## config.mk

```make
export PLATFORM = sky130hd
export DESIGN_NAME = sine_ref_gen
export DESIGN_NICKNAME = d
export VERILOG_FILES = /design/src/rtl/sine_ref_pkg.sv /design/src/rtl/sine_period_seq.sv /design/src/rtl/sine_quarter_rom.sv /design/src/rtl/sine_out_stage.sv /design/src/rtl/sine_ref_gen.sv
export SDC_FILE = /design/constraint.sdc
export NUM_CORES = 1
export LEC_CHECK = 0
export BUFFER_PORTS_ARGS = -buffer_cell sky130_fd_sc_hd__buf_2
export CAP_MARGIN = 30
export CORE_UTILIZATION = 26
export DETAILED_ROUTE_END_ITERATION = 10
export PLACE_DENSITY = 0.5
export SLEW_MARGIN = 20
export SYNTH_ARGS = -nofsm -noshare
export SYNTH_HDL_FRONTEND = slang
export SYNTH_SLANG_ARGS = --single-unit
```

## constraint.sdc

```tcl
create_clock -name clk -period 5.7 [get_ports clk]
set_input_delay 0.57 -clock clk [delete_from_list [all_inputs] [get_ports clk]]
set_output_delay 0.57 -clock clk [all_outputs]
set_load 0.005 [all_outputs]
```

## src/rtl/sine_ref_pkg.sv

```systemverilog
package sine_ref_pkg;

  localparam logic [1:0] RATE_A   = 2'b00;
  localparam logic [1:0] RATE_B   = 2'b01;
  localparam logic [1:0] RATE_C   = 2'b10;
  localparam logic [1:0] RATE_EXT = 2'b11;

  // Rational sine approximation over a half period of `half` steps,
  // scaled to `amp` and rounded to nearest.
  function automatic longint quarter_amp(longint u, longint half, longint amp);
    longint p;
    longint num;
    longint den;
    p   = u * (half - u);
    num = amp * 64'sd16 * p;
    den = 64'sd5 * half * half - 64'sd4 * p;
    return (64'sd2 * num + den) / (64'sd2 * den);
  endfunction

endpackage

```

## src/rtl/sine_period_seq.sv

```systemverilog
module sine_period_seq
  import sine_ref_pkg::*;
#(
  parameter int CNT_W   = 11,
  parameter int PHASE_W = 8,
  parameter int DIV_A   = 1600,
  parameter int DIV_B   = 1280,
  parameter int DIV_C   = 640
) (
  input  logic               clk,
  input  logic               rst_n,
  input  logic [1:0]         sel_i,
  output logic               run_o,
  output logic               bypass_o,
  output logic [PHASE_W-1:0] phase_o
);

  localparam int SUM_W = CNT_W + 1;
  localparam logic [SUM_W-1:0] STEP = SUM_W'(1 << PHASE_W);

  logic               run_q, run_d;
  logic [1:0]         sel_q, sel_d;
  logic [CNT_W-1:0]   cnt_q, cnt_d;
  logic [CNT_W-1:0]   res_q, res_d;
  logic [PHASE_W-1:0] phase_q, phase_d;

  logic [SUM_W-1:0]   span;
  logic [SUM_W-1:0]   res_sum;
  logic               bypass;
  logic               wrap;
  logic               adv;

  always_comb begin
    case (sel_q)
      RATE_A:  span = SUM_W'(DIV_A);
      RATE_B:  span = SUM_W'(DIV_B);
      default: span = SUM_W'(DIV_C);
    endcase
  end

  assign bypass  = (sel_q == RATE_EXT);
  assign wrap    = ({1'b0, cnt_q} == (span - SUM_W'(1)));
  assign res_sum = {1'b0, res_q} + STEP;
  assign adv     = (res_sum >= span);

  always_comb begin
    run_d   = 1'b1;
    sel_d   = sel_q;
    cnt_d   = cnt_q + CNT_W'(1);
    res_d   = adv ? CNT_W'(res_sum - span) : CNT_W'(res_sum);
    phase_d = adv ? phase_q + PHASE_W'(1) : phase_q;
    if (!run_q || bypass || wrap) begin
      sel_d   = sel_i;
      cnt_d   = '0;
      res_d   = '0;
      phase_d = '0;
    end
  end

  always_ff @(posedge clk or negedge rst_n) begin
    if (!rst_n) begin
      run_q   <= 1'b0;
      sel_q   <= RATE_A;
      cnt_q   <= '0;
      res_q   <= '0;
      phase_q <= '0;
    end else begin
      run_q   <= run_d;
      sel_q   <= sel_d;
      cnt_q   <= cnt_d;
      res_q   <= res_d;
      phase_q <= phase_d;
    end
  end

  assign run_o    = run_q;
  assign bypass_o = bypass;
  assign phase_o  = phase_q;

  AST_CNT_BOUND: assert property (@(posedge clk) disable iff (!rst_n)
    (run_q && !bypass) |-> ({1'b0, cnt_q} < span));
  AST_SEL_HOLD: assert property (@(posedge clk) disable iff (!rst_n)
    (run_q && !bypass && !wrap) |=> $stable(sel_q));
  AST_WRAP_ZERO: assert property (@(posedge clk) disable iff (!rst_n)
    (run_q && !bypass && wrap) |=> (cnt_q == '0 && phase_q == '0));
  AST_LAST_PHASE: assert property (@(posedge clk) disable iff (!rst_n)
    (run_q && !bypass && wrap) |-> (phase_q == '1));

endmodule

```

## src/rtl/sine_quarter_rom.sv

```systemverilog
module sine_quarter_rom
  import sine_ref_pkg::*;
#(
  parameter int PHASE_W  = 8,
  parameter int SAMPLE_W = 10
) (
  input  logic [PHASE_W-1:0]  phase_i,
  output logic [SAMPLE_W-1:0] sample_o
);

  localparam int QW   = PHASE_W - 2;
  localparam int QN   = 1 << QW;
  localparam int HALF = 1 << (PHASE_W - 1);
  localparam int AMP  = (1 << (SAMPLE_W - 1)) - 1;
  localparam logic [SAMPLE_W-1:0] MID = SAMPLE_W'(1 << (SAMPLE_W - 1));

  logic [SAMPLE_W-2:0] qtab [0:QN];

  for (genvar g = 0; g <= QN; g++) begin : g_tab
    assign qtab[g] = (SAMPLE_W-1)'(quarter_amp(longint'(g), longint'(HALF), longint'(AMP)));
  end

  logic [1:0]      quad;
  logic [QW-1:0]   idx;
  logic [QW:0]     addr;
  logic [SAMPLE_W-2:0] mag;

  assign quad = phase_i[PHASE_W-1 -: 2];
  assign idx  = phase_i[QW-1:0];

  always_comb begin
    if (quad[0]) addr = (QW+1)'(QN) - {1'b0, idx};
    else         addr = {1'b0, idx};
    mag = qtab[addr];
    if (quad[1]) sample_o = MID - {1'b0, mag};
    else         sample_o = MID + {1'b0, mag};
  end

endmodule

```

## src/rtl/sine_out_stage.sv

```systemverilog
module sine_out_stage #(
  parameter int SAMPLE_W = 10
) (
  input  logic                clk,
  input  logic                rst_n,
  input  logic                run_i,
  input  logic                bypass_i,
  input  logic [SAMPLE_W-1:0] gen_i,
  input  logic [SAMPLE_W-1:0] ext_i,
  output logic [SAMPLE_W-1:0] sample_o,
  output logic                valid_o,
  output logic                zc_rise_o,
  output logic                zc_fall_o
);

  localparam logic [SAMPLE_W-1:0] MID = SAMPLE_W'(1 << (SAMPLE_W - 1));

  logic [SAMPLE_W-1:0] sample_q, sample_d;
  logic                valid_q, valid_d;
  logic                rise_q, rise_d;
  logic                fall_q, fall_d;

  always_comb begin
    if (!run_i)        sample_d = MID;
    else if (bypass_i) sample_d = ext_i;
    else               sample_d = gen_i;
    valid_d = run_i && !bypass_i;
    // At or above mid-scale is exactly the top bit of an offset-binary code.
    rise_d  =  sample_d[SAMPLE_W-1] && !sample_q[SAMPLE_W-1];
    fall_d  = !sample_d[SAMPLE_W-1] &&  sample_q[SAMPLE_W-1];
  end

  always_ff @(posedge clk or negedge rst_n) begin
    if (!rst_n) begin
      sample_q <= MID;
      valid_q  <= 1'b0;
      rise_q   <= 1'b0;
      fall_q   <= 1'b0;
    end else begin
      sample_q <= sample_d;
      valid_q  <= valid_d;
      rise_q   <= rise_d;
      fall_q   <= fall_d;
    end
  end

  assign sample_o  = sample_q;
  assign valid_o   = valid_q;
  assign zc_rise_o = rise_q;
  assign zc_fall_o = fall_q;

  AST_ZC_EXCL: assert property (@(posedge clk) disable iff (!rst_n)
    !(rise_q && fall_q));
  AST_ZC_SINGLE: assert property (@(posedge clk) disable iff (!rst_n)
    rise_q |=> !rise_q);
  AST_RESTART_MID: assert property (@(posedge clk) disable iff (!rst_n)
    $rose(valid_q) |-> (sample_q == MID));

endmodule

```

## src/rtl/sine_ref_gen.sv

```systemverilog
module sine_ref_gen #(
  parameter int SAMPLE_W = 10,
  parameter int PHASE_W  = 8,
  parameter int DIV_A    = 1600,
  parameter int DIV_B    = 1280,
  parameter int DIV_C    = 640
) (
  input  logic                clk,
  input  logic                rst_n,
  input  logic [1:0]          rate_sel,
  input  logic [SAMPLE_W-1:0] ext_sample,
  output logic [SAMPLE_W-1:0] sample_out,
  output logic                sample_valid,
  output logic                zc_rise,
  output logic                zc_fall
);

  localparam int DIV_MAX = (DIV_A > DIV_B) ? ((DIV_A > DIV_C) ? DIV_A : DIV_C)
                                           : ((DIV_B > DIV_C) ? DIV_B : DIV_C);
  localparam int CNT_W   = $clog2(DIV_MAX);

  logic               run;
  logic               bypass;
  logic [PHASE_W-1:0] phase;
  logic [SAMPLE_W-1:0] gen_sample;

  sine_period_seq #(
    .CNT_W  (CNT_W),
    .PHASE_W(PHASE_W),
    .DIV_A  (DIV_A),
    .DIV_B  (DIV_B),
    .DIV_C  (DIV_C)
  ) u_seq (
    .clk     (clk),
    .rst_n   (rst_n),
    .sel_i   (rate_sel),
    .run_o   (run),
    .bypass_o(bypass),
    .phase_o (phase)
  );

  sine_quarter_rom #(
    .PHASE_W (PHASE_W),
    .SAMPLE_W(SAMPLE_W)
  ) u_rom (
    .phase_i (phase),
    .sample_o(gen_sample)
  );

  sine_out_stage #(
    .SAMPLE_W(SAMPLE_W)
  ) u_out (
    .clk      (clk),
    .rst_n    (rst_n),
    .run_i    (run),
    .bypass_i (bypass),
    .gen_i    (gen_sample),
    .ext_i    (ext_sample),
    .sample_o (sample_out),
    .valid_o  (sample_valid),
    .zc_rise_o(zc_rise),
    .zc_fall_o(zc_fall)
  );

  AST_INT_NONZERO: assert property (@(posedge clk) disable iff (!rst_n)
    sample_valid |-> (sample_out != '0));

endmodule

```

# --- Word-level counts from Yosys, hierarchy flattened ---
# Memory sizes are Yosys's and may differ from the RTL's.
# Index checks and enable logic that the tools add are counted.
word_totals:
  mem_bits_ro: 1152
  mem_bits_rw: 0
  register_bits: 46
  latch_bits: 0
  word_cells: 47
  memories: 1
op_classes:
  eq_ne: 3
  bitwise: 1
  n_shift: 0
  magnitude_cmp: 2
  mul: 0
  reduce_logical: 11
  n_mux: 12
  add_sub_neg: 8
  div_mod_pow: 0
mem_list:
  columns: ["memory", "depth", "word_bits", "rd", "rd_ports_with_merged_regs", "wr", "line_no", "rtl"]
  rows:
  - ["(no name shown)", 128, 9, 1, 0, 0, "sine_quarter_rom.sv:34", "mag = qtab[addr];"]
op_table:
  columns: ["cell", "count"]
  rows:
  - ["$mux W11", 3]
  - ["$mux W10", 3]
  - ["$pmux W11 S2", 1]
  - ["$mux W9", 2]
  - ["$mux W8", 2]
  - ["$add A11 B9 Y12 const B", 1]
  - ["$eq A11 B12 Y1", 1]
  - ["$ge A12 B11 Y1", 1]
  - ["$sub A11 B1 Y12 const B", 1]
  - ["$add A11 B1 Y11 const B", 1]
  - ["$sub A11 B11 Y11", 1]
  - ["$add A10 B9 Y10 const A", 1]
  - ["$sub A10 B9 Y10 const A", 1]
  - ["$add A8 B1 Y8 const B", 1]
  - ["$ge A8 B8 Y1 const B", 1]
  - ["$not A7 Y8", 1]
  - ["$mux W7", 1]
  - ["$sub A7 B6 Y7 const A", 1]
  - ["$logic_not A1 Y1", 4]
  - ["$logic_and A1 B1 Y1", 3]
  - ["$eq A2 B1 Y1 const B", 1]
  - ["$eq A2 B2 Y1 const B", 1]
  - ["$logic_not A2 Y1", 1]
  - ["$logic_or A1 B1 Y1", 2]
  - ["$reduce_bool A2 Y1", 1]

# --- Depth between registers and ports, before layout ---
# Gate-level depths: netlist (run 1).
depth:
  depth_word: 12
  depth_mapped: 17

# --- By module ---
# From an unflattened synthesis (run 1), not the netlist that was laid out.
hier_totals:
  cells_unflattened: 413
  area_unflattened_um2: 3654.8
by_module_without_submodules:
  columns: ["mod", "cells_each", "area_each_um2", "n_inst"]
  rows:
  - ["sine_period_seq", 168, 1669.1, 1]
  - ["sine_quarter_rom", 207, 1463.9, 1]
  - ["sine_out_stage", 38, 521.8, 1]

# --- Least setup slack after synthesis (run 1) ---
# No wires, ideal clock.
synth_timing:
  kind: "flip-flop to flip-flop"
  startpoint: "register u_seq.phase_q[0], in the netlist u_seq.phase_o[0]"
  endpoint: "register u_out.sample_q[8], in the netlist u_out.sample_o[8]"
  slack_ps: 1762
  t_arrival_ps: 3802
  path_stages_with_launch: 18
  required_ps: 5564
  setup_ps: 136
  synth_period_minus_slack_ps: 3938
  n_path_buf: 2
  path_cell_list: "dfrtp_1 > buf_6 > inv_1 > ha_1 > mux2_2 > ha_1 > clkbuf_1 > xnor3_1 > nor2_1 > a2111oi_0 > nor4_1 > inv_1 > ha_1 > inv_1 > nor3_1 > a41oi_1 > xnor2_1 > a21oi_1"
synth_between:
  elab_chain_len: 10
  elab_cells_between_ends: 11
  classes_between: "3 x add/sub; 6 x mux; 1 x bitwise; 1 x memory"
synth_rtl:
  columns: ["item", "line_no", "rtl"]
  rows:
  - ["start, declared", "sine_period_seq.sv:25", "logic [PHASE_W-1:0] phase_q, phase_d;"]
  - ["start signal, assigned", "sine_period_seq.sv:72", "phase_q <= phase_d;"]
  - ["$sub A7 B6 Y7", "sine_quarter_rom.sv:32", "if (quad[0]) addr = (QW+1)'(QN) - {1'b0, idx};"]
  - ["$mux W7 *", "sine_quarter_rom.sv:32", null]
  - ["$not A7 Y8 (not written as such) *", "sine_quarter_rom.sv:34", null]
  - ["$mem_v2 Z128 W9 *", null, null]
  - ["$mux W9 (not written as such) * (2 in series)", "sine_quarter_rom.sv:34", null]
  - ["$add A10 B9 Y10 or $sub A10 B9 Y10 (tied branches)", "sine_quarter_rom.sv:36, sine_quarter_rom.sv:35", null]
  - ["$mux W10 *", "sine_quarter_rom.sv:35", "if (quad[1]) sample_o = MID - {1'b0, mag};"]
  - ["$mux W10 *", "sine_out_stage.sv:25", "else if (bypass_i) sample_d = ext_i;"]
  - ["$mux W10 *", "sine_out_stage.sv:24", "if (!run_i) sample_d = MID;"]
  - ["net u_out.sample_d[8]", "sine_out_stage.sv:18", "logic [SAMPLE_W-1:0] sample_q, sample_d;"]
  - ["end signal, assigned", "sine_out_stage.sv:40", "sample_q <= sample_d;"]
  - ["end, declared", "sine_out_stage.sv:18", null]
# Mark *: on every way through the listed nets, which the timed path passes. The rest lies on a longest branch. The select of a mux whose other input is x is not followed.
# A chain may end at the register's enable or synchronous reset.

# --- Worst setup path in the final report (run 1) ---
# Ends and elaborated chain as after synthesis.

==> results of run 1 <==
==> through the flow <==
step	setup slack, ns	cell area, µm²	power (mW)
global placement	1.41	3980	0.801
global route	0.981	4140	1.15
CTS	1.37	4120	1.08
floorplan	1.76	3720	0.696
finish	1.34	4140	1.07
detailed placement	1.39	3990	0.809
==> where the power goes <==
group | leakage (nW) | internal, mW | switching (mW)
Clock | 0.0667 | 0.159 | 0.103
Sequential | 0.539 | 0.315 | 0.0255
Combinational | 1.14 | 0.193 | 0.275
Total | 1.74 | 0.666 | 0.404
==> state kept, by name, indices dropped and copies added (netlist names) <==
signal           count
u_seq.cnt_q         11
u_out.sample_o      10
u_seq.phase_o        8
u_seq.res_q          5
u_seq.sel_q          2
u_out.valid_o        1
u_out.zc_fall_o      1
u_out.zc_rise_o      1
u_seq.run_o          1
==> synthesized netlist by cell type (11+ instances only) <==
| master | n |
|---|---|
| a21oi_1 | 19 |
| ha_1 | 22 |
| inv_1 | 21 |
| nor3_1 | 18 |
| nor2_1 | 47 |
| xnor2_1 | 18 |
| clkbuf_1 | 15 |
| nand2_1 | 35 |
| dfrtp_1 | 39 |
| nand2b_1 | 12 |
| nand3_1 | 21 |
| buf_2 | 11 |
==> layer usage <==
layer	vias up	share of wire	global-route usage
met5	-	0	0
met1	1601	0.47	0.194
met3	18	0.049	0.0145
met4	0	0.025	0.0525
li1	1651	-	-
met2	89	0.46	0.225
==> critical path: stages (launching register included) <==
cell	delay [ns]
dfrtp_1	0.32
buf_4	0.26
inv_1	0.22
ha_1	0.44
mux2_2	0.33
ha_1	0.33
inv_1	0.17
and2_1	0.19
a211oi_1	0.50
nor4_1	0.10
nor4_1	0.39
inv_1	0.12
ha_1	0.24
inv_1	0.08
nor3_1	0.06
a41oi_1	0.26
xnor2_1	0.14
a21oi_1	0.08
==> final cells by class <==
class                   count  share of cell area
clock buffers               6              0.0311
clock inverters             1             0.00121
inverters                  23              0.0208
multi-input cells         353               0.598
flip-flops and latches     40               0.242
well taps                 180              0.0544
repair buffers             36              0.0526
==> kinds of logic (layout without fill, tap and decap cells) <==
kind of cell,count (synthesis),count (layout),synth area share
multiplexers,11,11,0.0336
adder cells (fa/ha/maj),23,23,0.0793
other,1,1,0.00101
AO/OA/AOI/OAI,107,107,0.221
AND/OR/NAND/NOR,182,182,0.251
flip-flops,40,40,0.269
buffers and inverters,56,66,0.0672
XOR/XNOR,29,29,0.0776
==> worst max path at each step <==
stage,end,start,slack (ns),cells past startpoint
after CTS,u_out.sample_o[8]$_DFF_PN0_,u_seq.phase_o[0]$_DFFE_PN0P_,1.37,17
after detailed placement,u_out.sample_o[8]$_DFF_PN0_,u_seq.phase_o[0]$_DFFE_PN0P_,1.39,17
after global placement,u_out.sample_o[8]$_DFF_PN0_,u_seq.phase_o[0]$_DFFE_PN0P_,1.41,17
after global routing,u_out.sample_o[8]$_DFF_PN0_,u_seq.phase_o[0]$_DFFE_PN0P_,0.98,17
after floorplan,u_out.sample_o[8]$_DFF_PN0_,u_seq.phase_o[0]$_DFFE_PN0P_,1.76,17
final,u_out.sample_o[8]$_DFF_PN0_,u_seq.phase_o[0]$_DFFE_PN0P_,1.34,17
==> cell usage in the layout (no fill, tap or decap), drive strengths merged, types with 10 or more instances in the layout <==
cell type / n
nor3: 19
a21oi: 19
ha: 22
nor2: 48
inv: 23
nor2b: 10
nand3: 21
xnor2: 19
nand2b: 12
buf: 36
o21ai: 13
nand2: 35
dfrtp: 39
==> flow_summary.toml, run 1 <==
[global_routing]
gr-total-overflow = 0
grt_pass1_wl_mm = 16.5
grt_util_all_layers = 0.140
grt_start_max_net_pins = 41
grt_pass1_vias = 3141
antenna_found_initial = 0

[die]
core_um2 = 13900
die_y_um = 122
placement_rows = 43
dieArea_um2 = 14800
dieWidth_um = 122
io-pin-count = 27
start_util = 0.267

[finish]
multi_input_area_um2 = 2480
seq_area_um2 = 1000
design.final.nets = 496
final_cells = 639
final_util = 0.297
fill_cells = 1480
drive_above_1_share = 0.142
n_antenna_cell = 0
area_delta_synth_final_pct = 11.3

[synthesis]
synth_area_um2 = 3720
synth_area_leaders = "dfrtp_1, ha_1, nor2_1, xnor2_1, nand2_1"
synth_edf_count = 0
synth_flop_cell = "dfrtp_1"
synth_top_area_frac = 0.262
synth_area_leader_cell = "dfrtp_1"
syn-num-nets = 486
synth_cell_types = 77
yosys_warnings = 0
syn_area_per_cell_um2 = 8.29
synthCells = 449
async_flop_share = 1.00
yosysSeqAreaShare = 0.269
synth_seq_cells = 40

[sta]
min_period_ns = 4.36
timing.fmax_ghz = 0.230
fin_skew_ns = 0.00266
slew_headroom = 0.358
finalSetupViolCount = 0
tns_ns = 0
finalHoldViolCount = 0
rsz0062_at_grt = "false"
hold_slack_ns = 0.172
worstMarginPinSlew_ns = 0.959
fin_crit_sh = 0.764
slew_violations = 0

[worst_setup_path]
cp-start-kind = "flip-flop"
crit_type = "reg -> reg"
reg2reg_depth = 17
arrival_ns = 4.50
endpoint_kind = "flip-flop"
worstPathRequired_ns = 5.85
critPathMaxFanout = 22
timing.rr.start = "u_seq.phase_o[0]$_DFFE_PN0P_"
reg2reg_slack_ns = 1.34
regToRegEndpoint = "u_out.sample_o[8]$_DFF_PN0_"

[placed_design]
finalWeightedCongestion = 0.917
dp_cells = 631
hpwl_mm = 7.35
port_buffers = 26

[clock_network]
numClockSinks = 40
cts_resized = 0
cts_buffers = 5
cts_setup_buffers = 0
cts_max_path_buffers = 2
tritoncts = "done"
clock_latency_ns = 0.28
path_clk_slew_ns = 0.06
hold_buffers = 0
htree_levels = 2
root_buffer = "clkbuf_16"

[power_and_ir_drop]
p_per_area_nw_per_um2 = 258
p_leak_nw = 1.74
ir_drop_uv = 229

[drt]
avgRoutedWirePerCell_um = 15.6
drtIter0Drc = 259
viasPerCell = 5.26
wl_mm = 9.96
vias = 3359
firstDrtPassIters = 4
drc = 0
ant_nets = 0

[job]
drv_cap = 0

[run_status]
status = "finished, final reports clean"

[min_path]
hold_class = "in -> async"
Note: power is estimated with default switching activity, not from simulation.
==> inputs of run 2 (changes only) <==
--- a/config.mk
+++ b/config.mk
@@ -9,7 +9,7 @@
 export CAP_MARGIN = 30
 export CORE_UTILIZATION = 26
 export DETAILED_ROUTE_END_ITERATION = 10
-export PLACE_DENSITY = 0.5
+export PLACE_DENSITY = 0.51
 export SLEW_MARGIN = 20
 export SYNTH_ARGS = -nofsm -noshare
 export SYNTH_HDL_FRONTEND = slang
==> constraint.sdc (replaced) <==
create_clock -name clk -period 4 [get_ports clk]
set_input_delay 0.4 -clock clk [delete_from_list [all_inputs] [get_ports clk]]
set_output_delay 0.4 -clock clk [all_outputs]
set_load 0.005 [all_outputs]
==> run 2 against run 1 <==
Net effect: critical path depth shrank 2; flip-flop and latch count is the same; via count grew 3.7%; register-to-register slack lost 1.0 ns; cell area grew 4.3%; first-iteration DRC count shrank 9.3%; total power grew 53%; clock skew grew 0.0015 ns; global-route usage grew 0.52 points; worst hold slack lost 0.16 ns; largest cell class unchanged; sequential power grew 41%; highest routed layer unchanged.
==> flow_summary.toml, run 2 (synthesized netlist as in run 1, its figures left out) <==
[global_routing]
use_met3 = 0.0197
antenna_found_initial = 0
grt_pass1_vias = 3390
grt_use_met1 = 0.198
grt_start_max_net_pins = 41
grt.busiest_layer = "met2"
use_met2 = 0.238
gr-total-overflow = 0
grt_util_all_layers = 0.146
grt_pass1_wl_mm = 17.3

[placed_design]
port_buffers = 26
hpwl_mm = 7.71
dp_cells = 645
placed_area_um2 = 4090
finalWeightedCongestion = 0.938
dp_slack_ns = 0.256

[drt]
avgRoutedWirePerCell_um = 15.9
drtIter0Drc = 235
firstDrtPassIters = 5
drc = 0
viasPerCell = 5.29
ant_nets = 0
vias = 3483
wl_mm = 10.5

[sta]
slew_violations = 0
fin_crit_sh = 0.913
tns_ns = 0
finalWorstSetupSlack_ns = 0.348
worstMarginPinSlew_ns = 0.586
fin_skew_ns = 0.00414
slew_headroom = 0.609
rsz0062_at_grt = "false"
finalHoldViolCount = 0
finalSetupViolCount = 0
min_period_ns = 3.65
timing.fmax_ghz = 0.274

[power_and_ir_drop]
p_leak_nw = 1.84
p_int_mw = 1.04
combinationalPowerShare = 0.432
p_per_area_nw_per_um2 = 379
p_switching_mw = 0.594
sw_frac_of_total = 0.363
seqPwrFrac = 0.293
clkPwrFrac = 0.275
ir_drop_uv = 294

[finish]
largest_reg_flops = 11
n_antenna_cell = 0
final_cells = 658
design.final.nets = 514
drive_above_1_share = 0.182
final_cell_area_um2 = 4320
most-common-layout-cells = "nor2_1, dfrtp_1, nand2_1"
largest-register = "u_seq.cnt_q"
area_delta_synth_final_pct = 16.1
layout_commonest_cell = "nor2_1"

[die]
core_um2 = 13900
io-pin-count = 27
dieWidth_um = 122
placement_rows = 43
start_util = 0.267
dieArea_um2 = 14800
die_y_um = 122

[worst_setup_path]
endpoint_kind = "flip-flop"
cp-start-kind = "flip-flop"
crit_type = "reg -> reg"
worstPathRequired_ns = 4.14
critPathMaxFanout = 11
arrival_ns = 3.80
reg2reg_slack_ns = 0.35

[clock_network]
tritoncts = "done"
cts_buffers = 5
path_clk_slew_ns = 0.06
htree_levels = 2
numClockSinks = 40
clock_latency_ns = 0.28
cts_max_path_buffers = 2
root_buffer = "clkbuf_16"

[run_status]
status = "finished, final reports clean"

[job]
drv_cap = 0

[min_path]
hold_class = "in -> async"
-- run 2: changes by cell type in the layout (fill, tap and decap cells not counted) --
cell,before,now
clkinvlp_4,0,1
buf_4,9,27
a2111oi_2,0,1
bufinv_16,0,1
inv_1,21,20
ha_1,22,21
ha_2,0,1
a2111oi_0,6,5
-- run 2: layout make-up --
cell class                      instances  area [µm²]
Inverter                               23        90.1
Tap cell                              180         225
Multi-Input combinational cell        353        2490
Fill cell                            1493        9610
Sequential cell                        40        1000
Clock inverter                          2        35.0
Timing Repair Buffer                   54         353
Clock buffer                            6         129
-- run 2: critical path: stages (launching register included) --
cell and delay, ns:
dfrtp_1 0.38, inv_1 0.14, ha_1 0.27, mux2_2 0.33, ha_2 0.47, xnor3_1 0.35
nor2_1 0.11, a2111oi_0 0.07, nor4_1 0.41, inv_1 0.12, ha_1 0.24, inv_1 0.08
nor3_1 0.06, a41oi_1 0.27, xnor2_1 0.14, a21oi_1 0.08
-- run 2: through the flow --
step | hold slack (ns) | util | total power, mW
2_1_floorplan | 0.104 | - | 0.991
3_3_place_gp | 0.468 | 0.294 | 1.17
3_5_place_dp | 0.480 | 0.294 | 1.18
4_1_cts | 0.273 | 0.306 | 1.64
5_1_grt | 0.0216 | 0.310 | 1.76
6_report | 0.00996 | 0.310 | 1.64
-- run 2: per-layer routing --
metal / part of all wire / routed length (µm)
met5: 0 / 0
met3: 0.041 / 430
met2: 0.47 / 4940
met1: 0.48 / 5000
met4: 0.0093 / 97
-- run 2: path summary, 6_finish.rpt --
check                                        startpoint                     endpoint  depth (start not counted)
max                        u_seq.phase_o[1]$_DFFE_PN0P_  u_out.sample_o[8]$_DFF_PN0_                         15
min                                               rst_n  u_out.sample_o[3]$_DFF_PN0_                          1
max reg2reg                u_seq.phase_o[1]$_DFFE_PN0P_  u_out.sample_o[8]$_DFF_PN0_                         15
min reg2reg                    u_seq.cnt_q[0]$_DFF_PN0_     u_seq.cnt_q[0]$_DFF_PN0_                          1
max in group asynchronous                         rst_n     u_seq.res_q[9]$_DFF_PN0_                          2
min in group clk                            rate_sel[1]   u_seq.sel_q[1]$_DFFE_PN0N_                          3
-- run 2: repair_timing --
action / CTS / global route
setup buffers: 0 / 4
resized for setup: 0 / 4
endpoints found under the setup margin: 0 / 2
hold buffers: 0 / 0
-- run 2: power groups by stage --
stage | clock network, mW | registers [mW] | logic, mW
global placement | 0 | 0.485 | 0.681
finish | 0.450 | 0.480 | 0.707
detailed placement | 0 | 0.486 | 0.692
floorplan | 0 | 0.483 | 0.509
CTS | 0.461 | 0.480 | 0.695
global route | 0.481 | 0.485 | 0.796
==> inputs of run 3 (changes only) <==
==> constraint.sdc (replaced) <==
create_clock -name clk -period 3 [get_ports clk]
set_input_delay 0.3 -clock clk [delete_from_list [all_inputs] [get_ports clk]]
set_output_delay 0.3 -clock clk [all_outputs]
set_load 0.005 [all_outputs]
==> run 3 against run 2 <==
Net effect: the flow now finishes with violations (negative setup slack); global-route usage is 1.1 points higher; worst hold slack better by 0.22 ns; utilization is 6.2 points higher; clock skew is 0.0025 ns higher; sequential power is 33% higher; via count is 8.4% higher; combinational power is 73% higher; critical endpoint is now u_out.sample_o[7]$_DFF_PN0_; largest power group unchanged.
==> flow_summary.toml, run 3 (synthesized netlist as in run 1, its figures left out) <==
[run_status]
status = "finished, violations left"
violations = "negative setup slack"

[die]
dieArea_um2 = 14800
start_util = 0.267
dieWidth_um = 122
io-pin-count = 27
placement_rows = 43
die_y_um = 122
core_um2 = 13900

[clock_network]
root_buffer = "clkbuf_16"
tritoncts = "done"
cts_buffers = 5
path_clk_slew_ns = 0.06
htree_levels = 2
clock_latency_ns = 0.28
numClockSinks = 40
cts_max_path_buffers = 2

[placed_design]
dp_cells = 713
finalWeightedCongestion = 0.847
port_buffers = 26
hpwl_mm = 8.52

[worst_setup_path]
worstPathRequired_ns = 3.16
timing.rr.start = "u_seq.phase_o[0]$_DFFE_PN0P_"
cp_cell_sequence = "buf_4 -> or4b_4 -> o211ai_2 -> buf_4 -> nor2_1 -> a211oi_1 -> o32a_1 -> o32ai_4 -> buf_4 -> a41oi_1 -> xnor2_1 -> o21ai_1"
critPathMaxFanout = 11
worst_path_most_repeated_cell = "buf_4"
endpoint_kind = "flip-flop"
reg2reg_depth = 12
reg2reg_slack_ns = -0.20
regToRegEndpoint = "u_out.sample_o[7]$_DFF_PN0_"
arrival_ns = 3.36
cp-start-kind = "flip-flop"
crit_type = "reg -> reg"
critPathMaxStageDelay_ns = 0.54
slowest_stage = "or4b_4"

[finish]
most-common-layout-cells = "buf_4, nor2_1, dfrtp_1"
design.final.nets = 586
final_cells = 730
drive_above_1_share = 0.362
area_delta_synth_final_pct = 39.1
n_antenna_cell = 0
largest-register = "u_seq.cnt_q"
fill_cells = 1409
largest_reg_flops = 11
layout_commonest_cell = "buf_4"

[drt]
wl_mm = 11.3
drtIter0Drc = 208
ant_nets = 0
avgRoutedWirePerCell_um = 15.5
drc = 0
viasPerCell = 5.17
vias = 3775
firstDrtPassIters = 5

[global_routing]
grt_util_all_layers = 0.157
grt_pass1_vias = 3709
antenna_found_initial = 0
grt_pass1_wl_mm = 18.6
grt_start_max_net_pins = 41
gr-total-overflow = 0

[sta]
fin_crit_sh = 1.07
min_period_ns = 3.20
finalWorstSetupSlack_ns = -0.196
rsz0062_at_grt = "true"
finalHoldViolCount = 0
fin_skew_ns = 0.00659
finalSetupViolCount = 11
hold_slack_ns = 0.231
slew_violations = 0
tns_ns = -1.42
timing.fmax_ghz = 0.313

[power_and_ir_drop]
p_leak_nw = 2.23
p_per_area_nw_per_um2 = 459
ir_drop_uv = 341
finalPower_mw = 2.37

[job]
drv_cap = 0

[min_path]
holdPathStages = 3
hold_class = "in -> reg"
hp-start = "rate_sel[1]"
whs_endpoint = "u_seq.sel_q[1]$_DFFE_PN0N_"
## run 3: report_power, final
group          switching [mW]  internal (mW)
combinational           0.636          0.583
clock                   0.210          0.307
sequential             0.0400          0.599
total                   0.886           1.49
## run 3: worst max path at each step
stage,from,end,slack [ns],depth (start not counted)
floorplan,u_seq.phase_o[0]$_DFFE_PN0P_,u_out.sample_o[8]$_DFF_PN0_,-0.39,16
finish,u_seq.phase_o[0]$_DFFE_PN0P_,u_out.sample_o[7]$_DFF_PN0_,-0.20,12
CTS,u_seq.phase_o[0]$_DFFE_PN0P_,u_out.sample_o[8]$_DFF_PN0_,-0.15,15
global route,u_seq.phase_o[0]$_DFFE_PN0P_,u_out.sample_o[6]$_DFF_PN0_,-0.32,15
detailed placement,u_seq.phase_o[0]$_DFFE_PN0P_,u_out.zc_rise_o$_DFF_PN0_,-0.26,14
global placement,u_seq.phase_o[0]$_DFFE_PN0P_,u_out.zc_rise_o$_DFF_PN0_,-0.33,14
## run 3: worst max-delay path: cells and delay by family (launching register included)
family	cells	cell delay, ns
buffers and inverters	3	0.63
XOR/XNOR	1	0.17
AO/OA/AOI/OAI	6	1.22
AND/OR/NAND/NOR	2	0.63
flip-flops	1	0.42
## run 3: area by class of cell
| class | instances | area (µm²) | share of cell area |
|---|---|---|---|
| Clock inverter | 2 | 12.5 | 0.00242 |
| Multi-Input combinational cell | 353 | 2800 | 0.541 |
| Tap cell | 180 | 225 | 0.0435 |
| Timing Repair Buffer | 126 | 912 | 0.176 |
| Inverter | 23 | 93.8 | 0.0181 |
| Sequential cell | 40 | 1000 | 0.194 |
| Clock buffer | 6 | 129 | 0.0249 |
## run 3: routing by layer
layer | global-route usage | share of wire | up-vias
met1 | 0.215 | 0.46 | 1804
met4 | 0.0610 | 0.034 | 0
li1 | - | - | 1826
met5 | 0 | 0 | -
met2 | 0.254 | 0.46 | 114
met3 | 0.0154 | 0.049 | 31
## run 3: repair_timing
action,4_1_cts,5_1_grt
gates resized for setup,25,20
hold endpoints to repair,0,10
pin swaps,24,19
hold buffers,0,1
setup buffers,3,4
setup endpoints to repair,11,11
cloned,0,0
## run 3: stage by stage
stage,utilization,setup WS (ns),cell area [µm²]
after floorplan,-,-0.391,3850
after global placement,0.340,-0.329,4730
after detailed placement,0.340,-0.257,4730
after CTS,0.360,-0.147,5020
after global routing,0.372,-0.324,5180
final,0.372,-0.196,5180
